**src/rtl/iad_pkg.sv**
```systemverilog
`timescale 1ns/1ps
package iad_pkg;
  localparam int ARM_CNT  = 4;
  localparam int ADDR_W   = 3;
  localparam int FLAG_BIT = 0;

  typedef enum logic [ADDR_W-1:0] {
    SEL_I_PROMPT = 3'd0,
    SEL_Q_PROMPT = 3'd1,
    SEL_I_TRACK  = 3'd2,
    SEL_Q_TRACK  = 3'd3,
    SEL_STATUS   = 3'd4
  } rd_sel_e;
endpackage

```
**src/rtl/iad_arm_acc.sv**
```systemverilog
`timescale 1ns/1ps
// One integrate-and-dump accumulator; a sample on the dump edge seeds the next interval.
module iad_arm_acc #(
  parameter int PROD_W = 8,
  parameter int RES_W  = 16
) (
  input  logic              clk,
  input  logic              rst_n,
  input  logic              take,
  input  logic              dump,
  input  logic [PROD_W-1:0] prod,
  output logic [RES_W-1:0]  acc
);
  localparam int EXT_W = RES_W - PROD_W;

  logic [RES_W-1:0] prod_ext;
  assign prod_ext = {{EXT_W{prod[PROD_W-1]}}, prod};

  always_ff @(posedge clk or negedge rst_n) begin
    if (!rst_n)     acc <= '0;
    else if (dump)  acc <= take ? prod_ext : '0;
    else if (take)  acc <= acc + prod_ext;
  end
endmodule

```
**src/rtl/iad_result_bank.sv**
```systemverilog
`timescale 1ns/1ps
// Result registers loaded together on dump, plus the interrupt pulse.
module iad_result_bank
  import iad_pkg::*;
#(
  parameter int RES_W = 16
) (
  input  logic                           clk,
  input  logic                           rst_n,
  input  logic                           dump,
  input  logic [ARM_CNT-1:0][RES_W-1:0]  acc_in,
  output logic [ARM_CNT-1:0][RES_W-1:0]  res,
  output logic                           irq
);
  for (genvar g = 0; g < ARM_CNT; g++) begin : g_arm
    always_ff @(posedge clk or negedge rst_n) begin
      if (!rst_n)    res[g] <= '0;
      else if (dump) res[g] <= acc_in[g];
    end
  end

  always_ff @(posedge clk or negedge rst_n) begin
    if (!rst_n) irq <= 1'b0;
    else        irq <= dump;
  end
endmodule

```
**src/rtl/iad_status_flag.sv**
```systemverilog
`timescale 1ns/1ps
// New-data flag: set by dump, cleared by a status read, dump wins a tie.
module iad_status_flag (
  input  logic clk,
  input  logic rst_n,
  input  logic dump,
  input  logic clear,
  output logic flag
);
  always_ff @(posedge clk or negedge rst_n) begin
    if (!rst_n)     flag <= 1'b0;
    else if (dump)  flag <= 1'b1;
    else if (clear) flag <= 1'b0;
  end
endmodule

```
**src/rtl/iad_read_port.sv**
```systemverilog
`timescale 1ns/1ps
// Address-select read mux; flags the status read that clears new data.
module iad_read_port
  import iad_pkg::*;
#(
  parameter int RES_W = 16
) (
  input  logic                          rd_en,
  input  logic [ADDR_W-1:0]             rd_addr,
  input  logic [ARM_CNT-1:0][RES_W-1:0] res,
  input  logic                          flag,
  output logic [RES_W-1:0]              rd_data,
  output logic                          status_rd
);
  always_comb begin
    rd_data = '0;
    for (int k = 0; k < ARM_CNT; k++) begin
      if (rd_addr == ADDR_W'(k)) rd_data = res[k];
    end
    if (rd_addr == SEL_STATUS) rd_data[FLAG_BIT] = flag;
  end

  assign status_rd = rd_en && (rd_addr == SEL_STATUS);
endmodule

```
**src/rtl/iad_dump_bank.sv**
```systemverilog
`timescale 1ns/1ps
// Integrate-and-dump bank for the prompt and tracking arms of one channel.
module iad_dump_bank
  import iad_pkg::*;
#(
  parameter int PROD_W  = 8,
  parameter int RES_W   = 16,
  parameter int MAX_LEN = 128
) (
  input  logic              clk,
  input  logic              rst_n,
  input  logic              s_valid,
  output logic              s_ready,
  input  logic [PROD_W-1:0] s_prod_ip,
  input  logic [PROD_W-1:0] s_prod_qp,
  input  logic [PROD_W-1:0] s_prod_it,
  input  logic [PROD_W-1:0] s_prod_qt,
  input  logic              dump,
  output logic              irq,
  input  logic              rd_en,
  input  logic [2:0]        rd_addr,
  output logic [RES_W-1:0]  rd_data
);
  logic                          ready_q;
  logic                          take;
  logic                          status_rd;
  logic                          new_flag;
  logic [ARM_CNT-1:0][PROD_W-1:0] prod_bus;
  logic [ARM_CNT-1:0][RES_W-1:0]  acc_bus;
  logic [ARM_CNT-1:0][RES_W-1:0]  res_bus;

  always_ff @(posedge clk or negedge rst_n) begin
    if (!rst_n) ready_q <= 1'b0;
    else        ready_q <= 1'b1;
  end
  assign s_ready = ready_q;
  assign take    = s_valid && ready_q;

  // Arm order matches read addresses 0..3.
  assign prod_bus[0] = s_prod_ip;
  assign prod_bus[1] = s_prod_qp;
  assign prod_bus[2] = s_prod_it;
  assign prod_bus[3] = s_prod_qt;

  for (genvar g = 0; g < ARM_CNT; g++) begin : g_acc
    iad_arm_acc #(.PROD_W(PROD_W), .RES_W(RES_W)) u_acc (
      .clk  (clk),
      .rst_n(rst_n),
      .take (take),
      .dump (dump),
      .prod (prod_bus[g]),
      .acc  (acc_bus[g])
    );
  end

  iad_result_bank #(.RES_W(RES_W)) u_bank (
    .clk   (clk),
    .rst_n (rst_n),
    .dump  (dump),
    .acc_in(acc_bus),
    .res   (res_bus),
    .irq   (irq)
  );

  iad_status_flag u_flag (
    .clk  (clk),
    .rst_n(rst_n),
    .dump (dump),
    .clear(status_rd),
    .flag (new_flag)
  );

  iad_read_port #(.RES_W(RES_W)) u_rd (
    .rd_en    (rd_en),
    .rd_addr  (rd_addr),
    .res      (res_bus),
    .flag     (new_flag),
    .rd_data  (rd_data),
    .status_rd(status_rd)
  );
endmodule

```
**config.mk**
```make
export PLATFORM = sky130hd
export DESIGN_NAME = iad_dump_bank
export DESIGN_NICKNAME = d
export VERILOG_FILES = /design/src/rtl/iad_pkg.sv /design/src/rtl/iad_arm_acc.sv /design/src/rtl/iad_result_bank.sv /design/src/rtl/iad_status_flag.sv /design/src/rtl/iad_read_port.sv /design/src/rtl/iad_dump_bank.sv
export SDC_FILE = /design/constraint.sdc
export NUM_CORES = 1
export LEC_CHECK = 0
export CORE_ASPECT_RATIO = 0.9
export CORE_MARGIN = 5
export CORE_UTILIZATION = 35
export CTS_CLUSTER_DIAMETER = 200
export CTS_CLUSTER_SIZE = 30
export DETAILED_ROUTE_END_ITERATION = 10
export GPL_ROUTABILITY_DRIVEN = 0
export PLACE_DENSITY_LB_ADDON = 0.1
export SLEW_MARGIN = 20
export SYNTH_ARGS = -nofsm -noshare
export SYNTH_HDL_FRONTEND = slang
export SYNTH_SLANG_ARGS = --single-unit
```
**constraint.sdc**
```tcl
create_clock -name clk -period 4.3 [get_ports clk]
set_input_delay 1.075 -clock clk [delete_from_list [all_inputs] [get_ports clk]]
set_output_delay 1.075 -clock clk [all_outputs]
set_load 0.005 [all_outputs]
```
==> flow_summary_export.csv, run 1 <==
group,metric,value,unit
worst_setup_path,crit_chain,"clkdlybuf4s50_1 -> buf_12 -> mux4_2 -> nor2b_1 -> clkdlybuf4s50_1",
sta,period_minus_slack,3989,ps
worst_setup_path,path_buf_inv,3,
placed_design,dp_slack,292.6,ps
sta,rsz0062_at_grt,"no",
worst_setup_path,cp_common_cell,"clkdlybuf4s50_1",
clock_network,cts_tree,"yes",
yosys,syn_avg_cell_area,10.25,um^2
placed_design,portBuffers,57,
detailed_routing,via_per_inst,5.541,
worst_setup_path,reg2reg_depth,9,
clock_network,clk_pin_slew,60,ps
sta,setup-tns-final,0,ps
worst_setup_path,path_delay_family,"buffers and inverters",
worst_setup_path,r2r-start,"g_acc[2].u_acc.acc[0]$_DFFE_PN0P_",
worst_setup_path,cp-startpoint,"rd_addr[0]",
clock_network,numCtsBuffers,17,
worst_setup_path,cp.depth,5,
sta,fin_crit_sh,0.9277,
worst_hold_path,min_from,"u_flag.flag$_DFFE_PN0P_",
cells_and_area,nNetsFinal,980,
detailed_routing,detail_route.wl_per_cell,18.78,um
worst_setup_path,r2r_slack,1670,ps
clock_network,post_cts_buffers,0,
yosys,synthCells,827,
sta,drv_slew,0,
worst_setup_path,cp.arrival,2910,ps
detailed_routing,vias,6632,
die,placement_rows,54,
yosys,ys_ff_latch,131,
global_routing,grt_pass1_vias,6784,
cells_and_area,drive_gt1_frac,0.1575,
worst_setup_path,r2r-end,"g_acc[2].u_acc.acc[12]$_DFFE_PN0P_",
pwr,ir_drop,0.0002491,V
detailed_routing,ant_nets,0,
global_routing,antenna_found_initial,0,
clock_network,cts_resized,0,
die,core-area,24050,um^2
die,dieHeight,157.7,um
run,maxCapViolations,0,
sta,slew_headroom,0.4292,
global_routing,grt_pass1_wl,36.86,mm
placed_design,dpl.hpwl,16.45,mm
detailed_routing,wirelength,22.48,mm
worst_hold_path,min_path_type,"flop to flop",
yosys,yosysSeqAreaShare,0.3866,
clock_network,clock_path_buffers,2,
yosys,yosys_warnings,0,
die,io_pins,58,
global_routing,grt_max_degree,84,
worst_setup_path,endpoint,"rd_data[3]",
detailed_routing,drc,0,
pwr,leakagePower,0.004595,uW
status,outcome,"complete, no violations",
pwr,p_total,4032,uW
pwr,power.density,404.1,nW/um^2
sta,setup_viol,0,
worst_hold_path,whs_path_depth,2,
worst_setup_path,crit_path_max_incr_delay,520,ps
yosys,synth_edf_count,0,
worst_setup_path,critical_path.slowest_cell,"mux4_2",
die,start_util,0.3525,
worst_setup_path,crit_required,3220,ps
worst_setup_path,path_max_fanout,17,
sta,setup_slack,310.9,ps
sta,worstMarginPinSlew,853.1,ps
clock_network,holdBufCountCts,0,
yosys,synth.area.top_cells,"dfrtp_1 39%, ha_1 8.9%, mux2_2 8.5%, o21ai_0 4.8%, mux4_2 4.2%",
cells_and_area,layout_commonest_cell,"dfrtp_1",
yosys,yosysTopAreaCell,"dfrtp_1",
sta,worst_clock_skew,13.83,ps
worst_setup_path,crit_type,"input pin to output port",
yosys,synthDistinctLibCells,56,
yosys,synth.top_cell.area_share,0.3866,
clock_network,ctsRootBufferMaster,"clkbuf_16",
yosys,ys.flop_type,"dfrtp_1",
worst_setup_path,end_kind,"output port",
sta,fmax,250.7,MHz
die,die-area,27440,um^2
clock_network,htreeDepth,4,
yosys,syn_area,8479,um^2
yosys,synth_nets,931,
detailed_routing,initialDrtViolationCount,300,
clock_network,clkSinkCount,131,
sta,hold_violations,0,
die,dieWidth,174.1,um
clock_network,clock_latency,430,ps
global_routing,overflow,0,
yosys,synth-async-reset-ratio,1.000,
global_routing,grt_usage,0.1672,
cells_and_area,num_antenna_cells,0,
cells_and_area,syn_to_final_growth,17.65,%
detailed_routing,first_pass_iters,4,
worst_setup_path,crit_path_start_kind,"input pin",
cells_and_area,layout_common_cells,"131 x dfrtp_1, 81 x o21ai_0, 64 x mux2_2, 60 x ha_1, 57 x a21oi_1",
==> through the flow <==
stage	area, um^2	util	hold WS (ps)	std cells
global placement	9407	0.3911	469.9	1165
finish	9976	0.4147	501.1	1197
floorplan	8479	-	446.3	827
CTS	9976	0.4147	505.8	1197
detailed placement	9407	0.3911	488.4	1165
global route	9976	0.4147	523.9	1197
==> sequential cells by signal (all words and copies together), names as in the netlist <==
signal           flops
g_acc.u_acc.acc     64
s_ready              1
u_bank.irq           1
u_bank.res          64
u_flag.flag          1
==> where the power goes <==
part	leakage (uW)	switching (uW)	internal (uW)
Sequential	0.00172	164	1400
Clock	0.000266	582	815
Combinational	0.00261	537	529
==> cell families (layout without fill, tap and decap cells) <==
kind of cell,Yosys count,after routing,synth area share
multiplexers,100,100,0.1511
AO/OA/AOI/OAI,258,258,0.1918
AND/OR/NAND/NOR,185,185,0.1092
flip-flops,131,131,0.3866
adder cells (fa/ha/maj),64,64,0.09798
buffers and inverters,49,111,0.02258
XOR/XNOR,39,39,0.04028
other,1,1,0.0004422
==> how the worst min path moves through the flow <==
stage                                            end
final                        u_flag.flag$_DFFE_PN0P_
after floorplan              u_flag.flag$_DFFE_PN0P_
after global placement       u_flag.flag$_DFFE_PN0P_
after CTS                    u_flag.flag$_DFFE_PN0P_
after detailed placement     u_flag.flag$_DFFE_PN0P_
after global routing      u_bank.res[15]$_DFFE_PN0P_
==> per-layer routing <==
layer,global-route usage,vias up,wire (um),share of wire
met2,0.2873,106,10800,0.48
met4,0.04372,0,326,0.015
met1,0.2203,3277,10660,0.47
met5,0,-,0,0
met3,0.03032,26,691,0.031
li1,-,3223,-,-
==> worst reg2reg max path: stages, from the launching register on <==
cell      delay (ps)
dfrtp_1          390
ha_1             230
fa_1             460
a211oi_2         280
o21bai_1         140
a21bo_2          220
a221o_1          350
o31ai_2          210
xor2_1           160
o21ai_1           70
==> synth_stat cells, types with 4 or more instances <==
cell type	number
dfrtp_1	131
o21ai_0	81
mux2_2	64
ha_1	60
a21oi_1	57
nand3_1	43
nor2_1	39
a21o_1	35
nand2_1	30
clkbuf_1	24
mux2i_1	20
xor2_1	20
a31oi_1	19
nor2b_1	19
xnor2_1	19
mux4_2	16
and3_1	15
nor3_1	14
a211oi_1	11
buf_1	11
o21bai_1	9
inv_1	8
o211ai_1	7
o21a_1	7
buf_2	6
and2_1	5
nor3b_1	5
a211o_1	4
fa_1	4
nand2b_1	4
==> final cells by class <==
| type | count | area, um^2 |
|---|---|---|
| multi-input cells | 647 | 5014 |
| fillers | 2321 | 14080 |
| well taps | 308 | 385.4 |
| clock buffers | 18 | 439.2 |
| clock inverters | 14 | 130.1 |
| flip-flops and latches | 131 | 3278 |
| repair buffers | 71 | 699.4 |
| inverters | 8 | 30.03 |
(Power assumes the default switching activity.)
==> run 2: changes to the inputs <==
--- a/config.mk
+++ b/config.mk
@@ -14,4 +14,5 @@
 export GPL_ROUTABILITY_DRIVEN = 0
 export PLACE_DENSITY_LB_ADDON = 0.1
+export SETUP_SLACK_MARGIN = 0.05
 export SLEW_MARGIN = 20
 export SYNTH_ARGS = -nofsm -noshare
==> constraint.sdc (replaced) <==
create_clock -name clk -period 4.3 [get_ports clk]
set_input_delay 0.43 -clock clk [delete_from_list [all_inputs] [get_ports clk]]
set_output_delay 0.43 -clock clk [all_outputs]
set_load 0.005 [all_outputs]
==> run 2 against run 1 <==
  * Utilization is 0.10 points higher
  * Combinational power hardly changed
  * Clock-buffer cell count unchanged
  * Largest cell class unchanged
  * Critical path depth down 1
  * Cell count fell by 0.42%
  * Flip-flop and latch count did not move
  * Total power is 5.1% higher
  * Register-to-register slack improved by 50 ps
  * Critical path type unchanged
  * Hold slack lost 410 ps
==> flow_summary_export.csv, run 2 (synthesis results as in run 1) <==
group,metric,value,unit
status,outcome,"complete, no violations",
worst_setup_path,crit_type,"input pin to output port",
cells_and_area,nNetsFinal,976,
clock_network,clk_pin_slew,60,ps
global_routing,grt_max_degree,107,
detailed_routing,detail_route.wl_per_cell,18.77,um
worst_setup_path,crit_required,3870,ps
clock_network,clkSinkCount,131,
clock_network,ctsRootBufferMaster,"clkbuf_16",
die,core-area,24050,um^2
global_routing,grt_pass1_vias,6786,
sta,worstMarginPinSlew,913.0,ps
die,placement_rows,54,
cells_and_area,drive_gt1_frac,0.1527,
detailed_routing,via_per_inst,5.609,
sta,slew_headroom,0.3891,
cells_and_area,fill_cells,2315,
worst_setup_path,r2r-start,"g_acc[2].u_acc.acc[0]$_DFFE_PN0P_",
sta,fin_crit_sh,0.6776,
global_routing,antenna_found_initial,0,
placed_design,dpl.hpwl,16.13,mm
detailed_routing,first_pass_iters,5,
detailed_routing,ant_nets,0,
detailed_routing,wirelength,22.37,mm
sta,hold_violations,0,
clock_network,clock_latency,420,ps
sta,setup-tns-final,0,ps
cells_and_area,syn_to_final_growth,17.94,%
cells_and_area,num_antenna_cells,0,
global_routing,overflow,0,
worst_setup_path,cp.arrival,2480,ps
sta,fmax,343.2,MHz
cells_and_area,multiInputGateArea,5014,um^2
detailed_routing,drc,0,
detailed_routing,vias,6686,
clock_network,cts_resized,0,
clock_network,numCtsBuffers,17,
sta,rsz0062_at_grt,"no",
pwr,leakagePower,0.004618,uW
cells_and_area,layout_commonest_cell,"dfrtp_1",
die,die-area,27440,um^2
pwr,p_total,4237,uW
sta,fin_hold_ws,89.41,ps
worst_setup_path,path_max_fanout,17,
run,maxCapViolations,0,
worst_setup_path,end_kind,"output port",
pwr,power.density,423.7,nW/um^2
sta,worst_clock_skew,9.946,ps
worst_hold_path,min_path_type,"input pin to async pin",
placed_design,portBuffers,57,
clock_network,post_cts_buffers,0,
detailed_routing,initialDrtViolationCount,360,
die,io_pins,58,
die,start_util,0.3525,
clock_network,htreeDepth,4,
cells_and_area,layout.area.seq,3278,um^2
clock_network,clock_path_buffers,2,
die,dieWidth,174.1,um
worst_setup_path,crit_path_start_kind,"input pin",
clock_network,holdBufCountCts,0,
pwr,ir_drop,0.0002732,V
sta,drv_slew,0,
global_routing,grt_pass1_wl,36.60,mm
cells_and_area,layout_common_cells,"131 x dfrtp_1, 81 x o21ai_0, 64 x mux2_2, 60 x ha_1, 57 x a21oi_1",
die,dieHeight,157.7,um
sta,setup_viol,0,
sta,period_minus_slack,2914,ps
cells_and_area,largestRegisters,"g_acc.u_acc.acc x64, u_bank.res x64",
global_routing,grt_usage,0.1669,
clock_network,cts_tree,"yes",
worst_setup_path,cp-startpoint,"rd_addr[1]",
run 2: final cells by class:
type | instances | share of cell area
Clock buffer | 18 | 0.04391
Clock inverter | 13 | 0.02077
Inverter | 8 | 0.003003
Multi-Input combinational cell | 647 | 0.5013
Sequential cell | 131 | 0.3278
Tap cell | 308 | 0.03853
Timing Repair Buffer | 67 | 0.06468
run 2: metrics by stage:
step	area [um^2]	util	instances	worst slack (ps)
2_1_floorplan	8479	-	827	1822
3_3_place_gp	9351	0.3888	1161	1194
5_1_grt	10000	0.4158	1192	1236
3_5_place_dp	9351	0.3888	1161	1103
6_report	10000	0.4158	1192	1386
4_1_cts	9998	0.4157	1192	1333
run 2: routing by layer:
| metal | vias to the layer above | track usage | routed length (um) |
|---|---|---|---|
| li1 | 3201 | - | - |
| met1 | 3329 | 0.2263 | 10520 |
| met2 | 137 | 0.2748 | 10680 |
| met3 | 19 | 0.03247 | 884 |
| met4 | 0 | 0.04712 | 287 |
| met5 | - | 0 | 0 |
run 2: final timing paths:
| path | to | slack (ps) | depth (start not counted) |
|---|---|---|---|
| worst max-delay path | rd_data[15] | 1390 | 4 |
| worst max register to register | g_acc[2].u_acc.acc[12]$_DFFE_PN0P_ | 1720 | 9 |
| worst min register to register | u_flag.flag$_DFFE_PN0P_ | 480 | 2 |
| worst min-delay path | g_acc[3].u_acc.acc[0]$_DFFE_PN0P_ | 90 | 1 |
| min in group clk | u_bank.irq$_DFF_PN0_ | 450 | 1 |
| max in group asynchronous | g_acc[2].u_acc.acc[13]$_DFFE_PN0P_ | 3340 | 2 |
run 2: critical path, stage by stage:
cell and delay (ps):
clkdlybuf4s50_1 960, mux4_2 440, nor2b_1 150, clkdlybuf4s50_1 490
run 2: report_power, final:
part           internal, uW  switching [uW]  total, uW
clock                  1040             565       1610
sequential             1400             158       1560
combinational           524             543       1070
total                  2970            1270       4240
==> run 3: changes to the inputs <==
Clock period 4.3 ns to 2.57 ns, I/O delays scaled along.
==> run 3 against run 2 <==
  * Routed wire length rose by 2.5%
  * Hold slack improved by 90 ps
  * Sequential share of layout area fell by 1.9 points
  * Via count rose by 4.2%
  * Total power rose by 67%
  * Utilization rose by 2.6 points
==> flow_summary_export.csv, run 3 (synthesis results as in run 1) <==
group,metric,value,unit
pwr,sw_frac_of_total,0.2949,
die,io_pins,58,
pwr,power.density,666.0,nW/um^2
pwr,comb_power_share,0.289,
pwr,ir_drop,0.0004372,V
sta,setup_slack,101.5,ps
global_routing,grt_usage,0.1712,
die,core-area,24050,um^2
clock_network,htreeDepth,4,
pwr,p_total,7080,uW
pwr,clockPowerShare,0.342,
cells_and_area,drive_gt1_frac,0.2286,
clock_network,clock_latency,420,ps
die,start_util,0.3525,
worst_setup_path,end_kind,"flop",
worst_hold_path,min_path_type,"input pin to flop",
cells_and_area,largestRegisters,"g_acc.u_acc.acc x64, u_bank.res x64",
detailed_routing,ant_nets,0,
placed_design,portBuffers,57,
placed_design,dpl.hpwl,17.02,mm
detailed_routing,initialDrtViolationCount,319,
cells_and_area,nNetsFinal,1051,
cells_and_area,syn_to_final_growth,25.38,%
clock_network,cts_tree,"yes",
cells_and_area,num_antenna_cells,0,
run,maxCapViolations,0,
worst_setup_path,crit_type,"flop to flop",
detailed_routing,detail_route.wl_per_cell,18.12,um
sta,period_minus_slack,2468,ps
pwr,power_frac_seq,0.369,
sta,worstMarginPinSlew,515.9,ps
detailed_routing,first_pass_iters,5,
die,placement_rows,54,
clock_network,clkSinkCount,131,
clock_network,ctsRootBufferMaster,"clkbuf_16",
global_routing,grt_pass1_wl,37.69,mm
sta,fmax,405.1,MHz
worst_setup_path,path_max_fanout,3,
sta,fin_crit_sh,0.9605,
global_routing,grt_max_degree,75,
status,outcome,"complete, no violations",
die,dieWidth,174.1,um
sta,drv_slew,0,
worst_setup_path,reg2reg_depth,9,
clock_network,clock_path_buffers,2,
worst_hold_path,whs_path_depth,1,
worst_setup_path,crit_path_start_kind,"flop",
cells_and_area,layout_common_cells,"130 x dfrtp_1, 81 x buf_4, 80 x o21ai_0, 64 x mux2_2, 59 x ha_1",
detailed_routing,wirelength,22.94,mm
die,die-area,27440,um^2
sta,worst_clock_skew,11.73,ps
detailed_routing,drc,0,
clock_network,clk_pin_slew,50,ps
detailed_routing,via_per_inst,5.503,
global_routing,overflow,0,
global_routing,grt_pass1_vias,7134,
pwr,p_int,4992,uW
detailed_routing,vias,6967,
clock_network,numCtsBuffers,17,
pwr,switchingPower,2088,uW
sta,slew_headroom,0.6524,
sta,hold_violations,0,
sta,setup_viol,0,
worst_setup_path,cp.arrival,2760,ps
placed_design,dp_slack,-310.9,ps
sta,rsz0062_at_grt,"yes",
die,dieHeight,157.7,um
cells_and_area,layout_commonest_cell,"dfrtp_1",
worst_setup_path,crit_required,2860,ps
global_routing,antenna_found_initial,0,
pwr,leakagePower,0.004994,uW
==> run 3: changes by cell type in the layout (fill, tap and decap cells not counted), moves of 3 or more <==
cell / delta
a21oi_1: -5
a21oi_2: +5
buf_12: +4
buf_4: +70
bufinv_16: -3
clkbuf_1: +3
clkbuf_8: +4
clkinv_4: -3
==> run 3: final cells by class <==
cell class | count | area (um^2)
tap | 308 | 385.4
inverter | 8 | 30.03
multi-input combinational | 647 | 5087
clock buffer | 26 | 519.2
clock inverter | 4 | 70.07
timing repair buffer | 142 | 1260
sequential | 131 | 3279
fill | 2250 | 13420
==> run 3: metal layers <==
metal | global-route usage | routed length [um] | up-vias
met3 | 0.02841 | 646 | 41
li1 | - | - | 3355
met1 | 0.2273 | 10910 | 3444
met4 | 0.06144 | 565 | 0
met5 | 0 | 0 | -
met2 | 0.2852 | 10820 | 127
==> run 3: worst paths after layout <==
check | from | to | slack (ps)
min in group asynchronous | rst_n | g_acc[3].u_acc.acc[0]$_DFFE_PN0P_ | 370
max reg2reg | g_acc[2].u_acc.acc[0]$_DFFE_PN0P_ | g_acc[2].u_acc.acc[12]$_DFFE_PN0P_ | 100
max | g_acc[2].u_acc.acc[0]$_DFFE_PN0P_ | g_acc[2].u_acc.acc[12]$_DFFE_PN0P_ | 100
min reg2reg | u_bank.res[35]$_DFFE_PN0P_ | u_bank.res[35]$_DFFE_PN0P_ | 500
max in group asynchronous | rst_n | g_acc[1].u_acc.acc[14]$_DFFE_PN0P_ | 1550
min | dump | u_bank.irq$_DFF_PN0_ | 180
==> run 3: critical path: stages (launching register included) <==
cell,delay [ps]
dfrtp_1,410
ha_4,180
fa_2,420
a211oi_4,240
o21bai_2,110
a21bo_2,210
a221o_1,330
o31ai_2,210
xor2_1,160
o21ai_1,70
==> run 3: power by group through the flow <==
stage	clock network (uW)	registers, uW	logic [uW]
after floorplan	0	2510	1320
after global placement	0	2630	1950
after detailed placement	0	2650	2000
after CTS	2490	2610	2020
after global routing	2590	2640	2270
final	2420	2610	2050
==> run 3: per-stage QoR <==
| step | setup TNS [ps] | instance area (um^2) | util | instances | hold slack, ps |
|---|---|---|---|---|---|
| floorplan | 0 | 8479 | - | 827 | -38.59 |
| global placement | -1964 | 9942 | 0.4133 | 1233 | 249.4 |
| detailed placement | -3118 | 9942 | 0.4133 | 1233 | 259.7 |
| CTS | 0 | 10540 | 0.4384 | 1264 | 163.0 |
| global route | -39.29 | 10630 | 0.4420 | 1266 | 170.8 |
| finish | 0 | 10630 | 0.4420 | 1266 | 179.9 |
==> run 3: what timing repair did <==
action                                  4_1_cts  5_1_grt
cloned                                        0        0
hold endpoints to repair                     50        0
pin swaps                                     0        6
endpoints found under the setup margin        1       14
hold buffers                                  1        0
gates resized for setup                       1       16
setup buffers                                 0        2
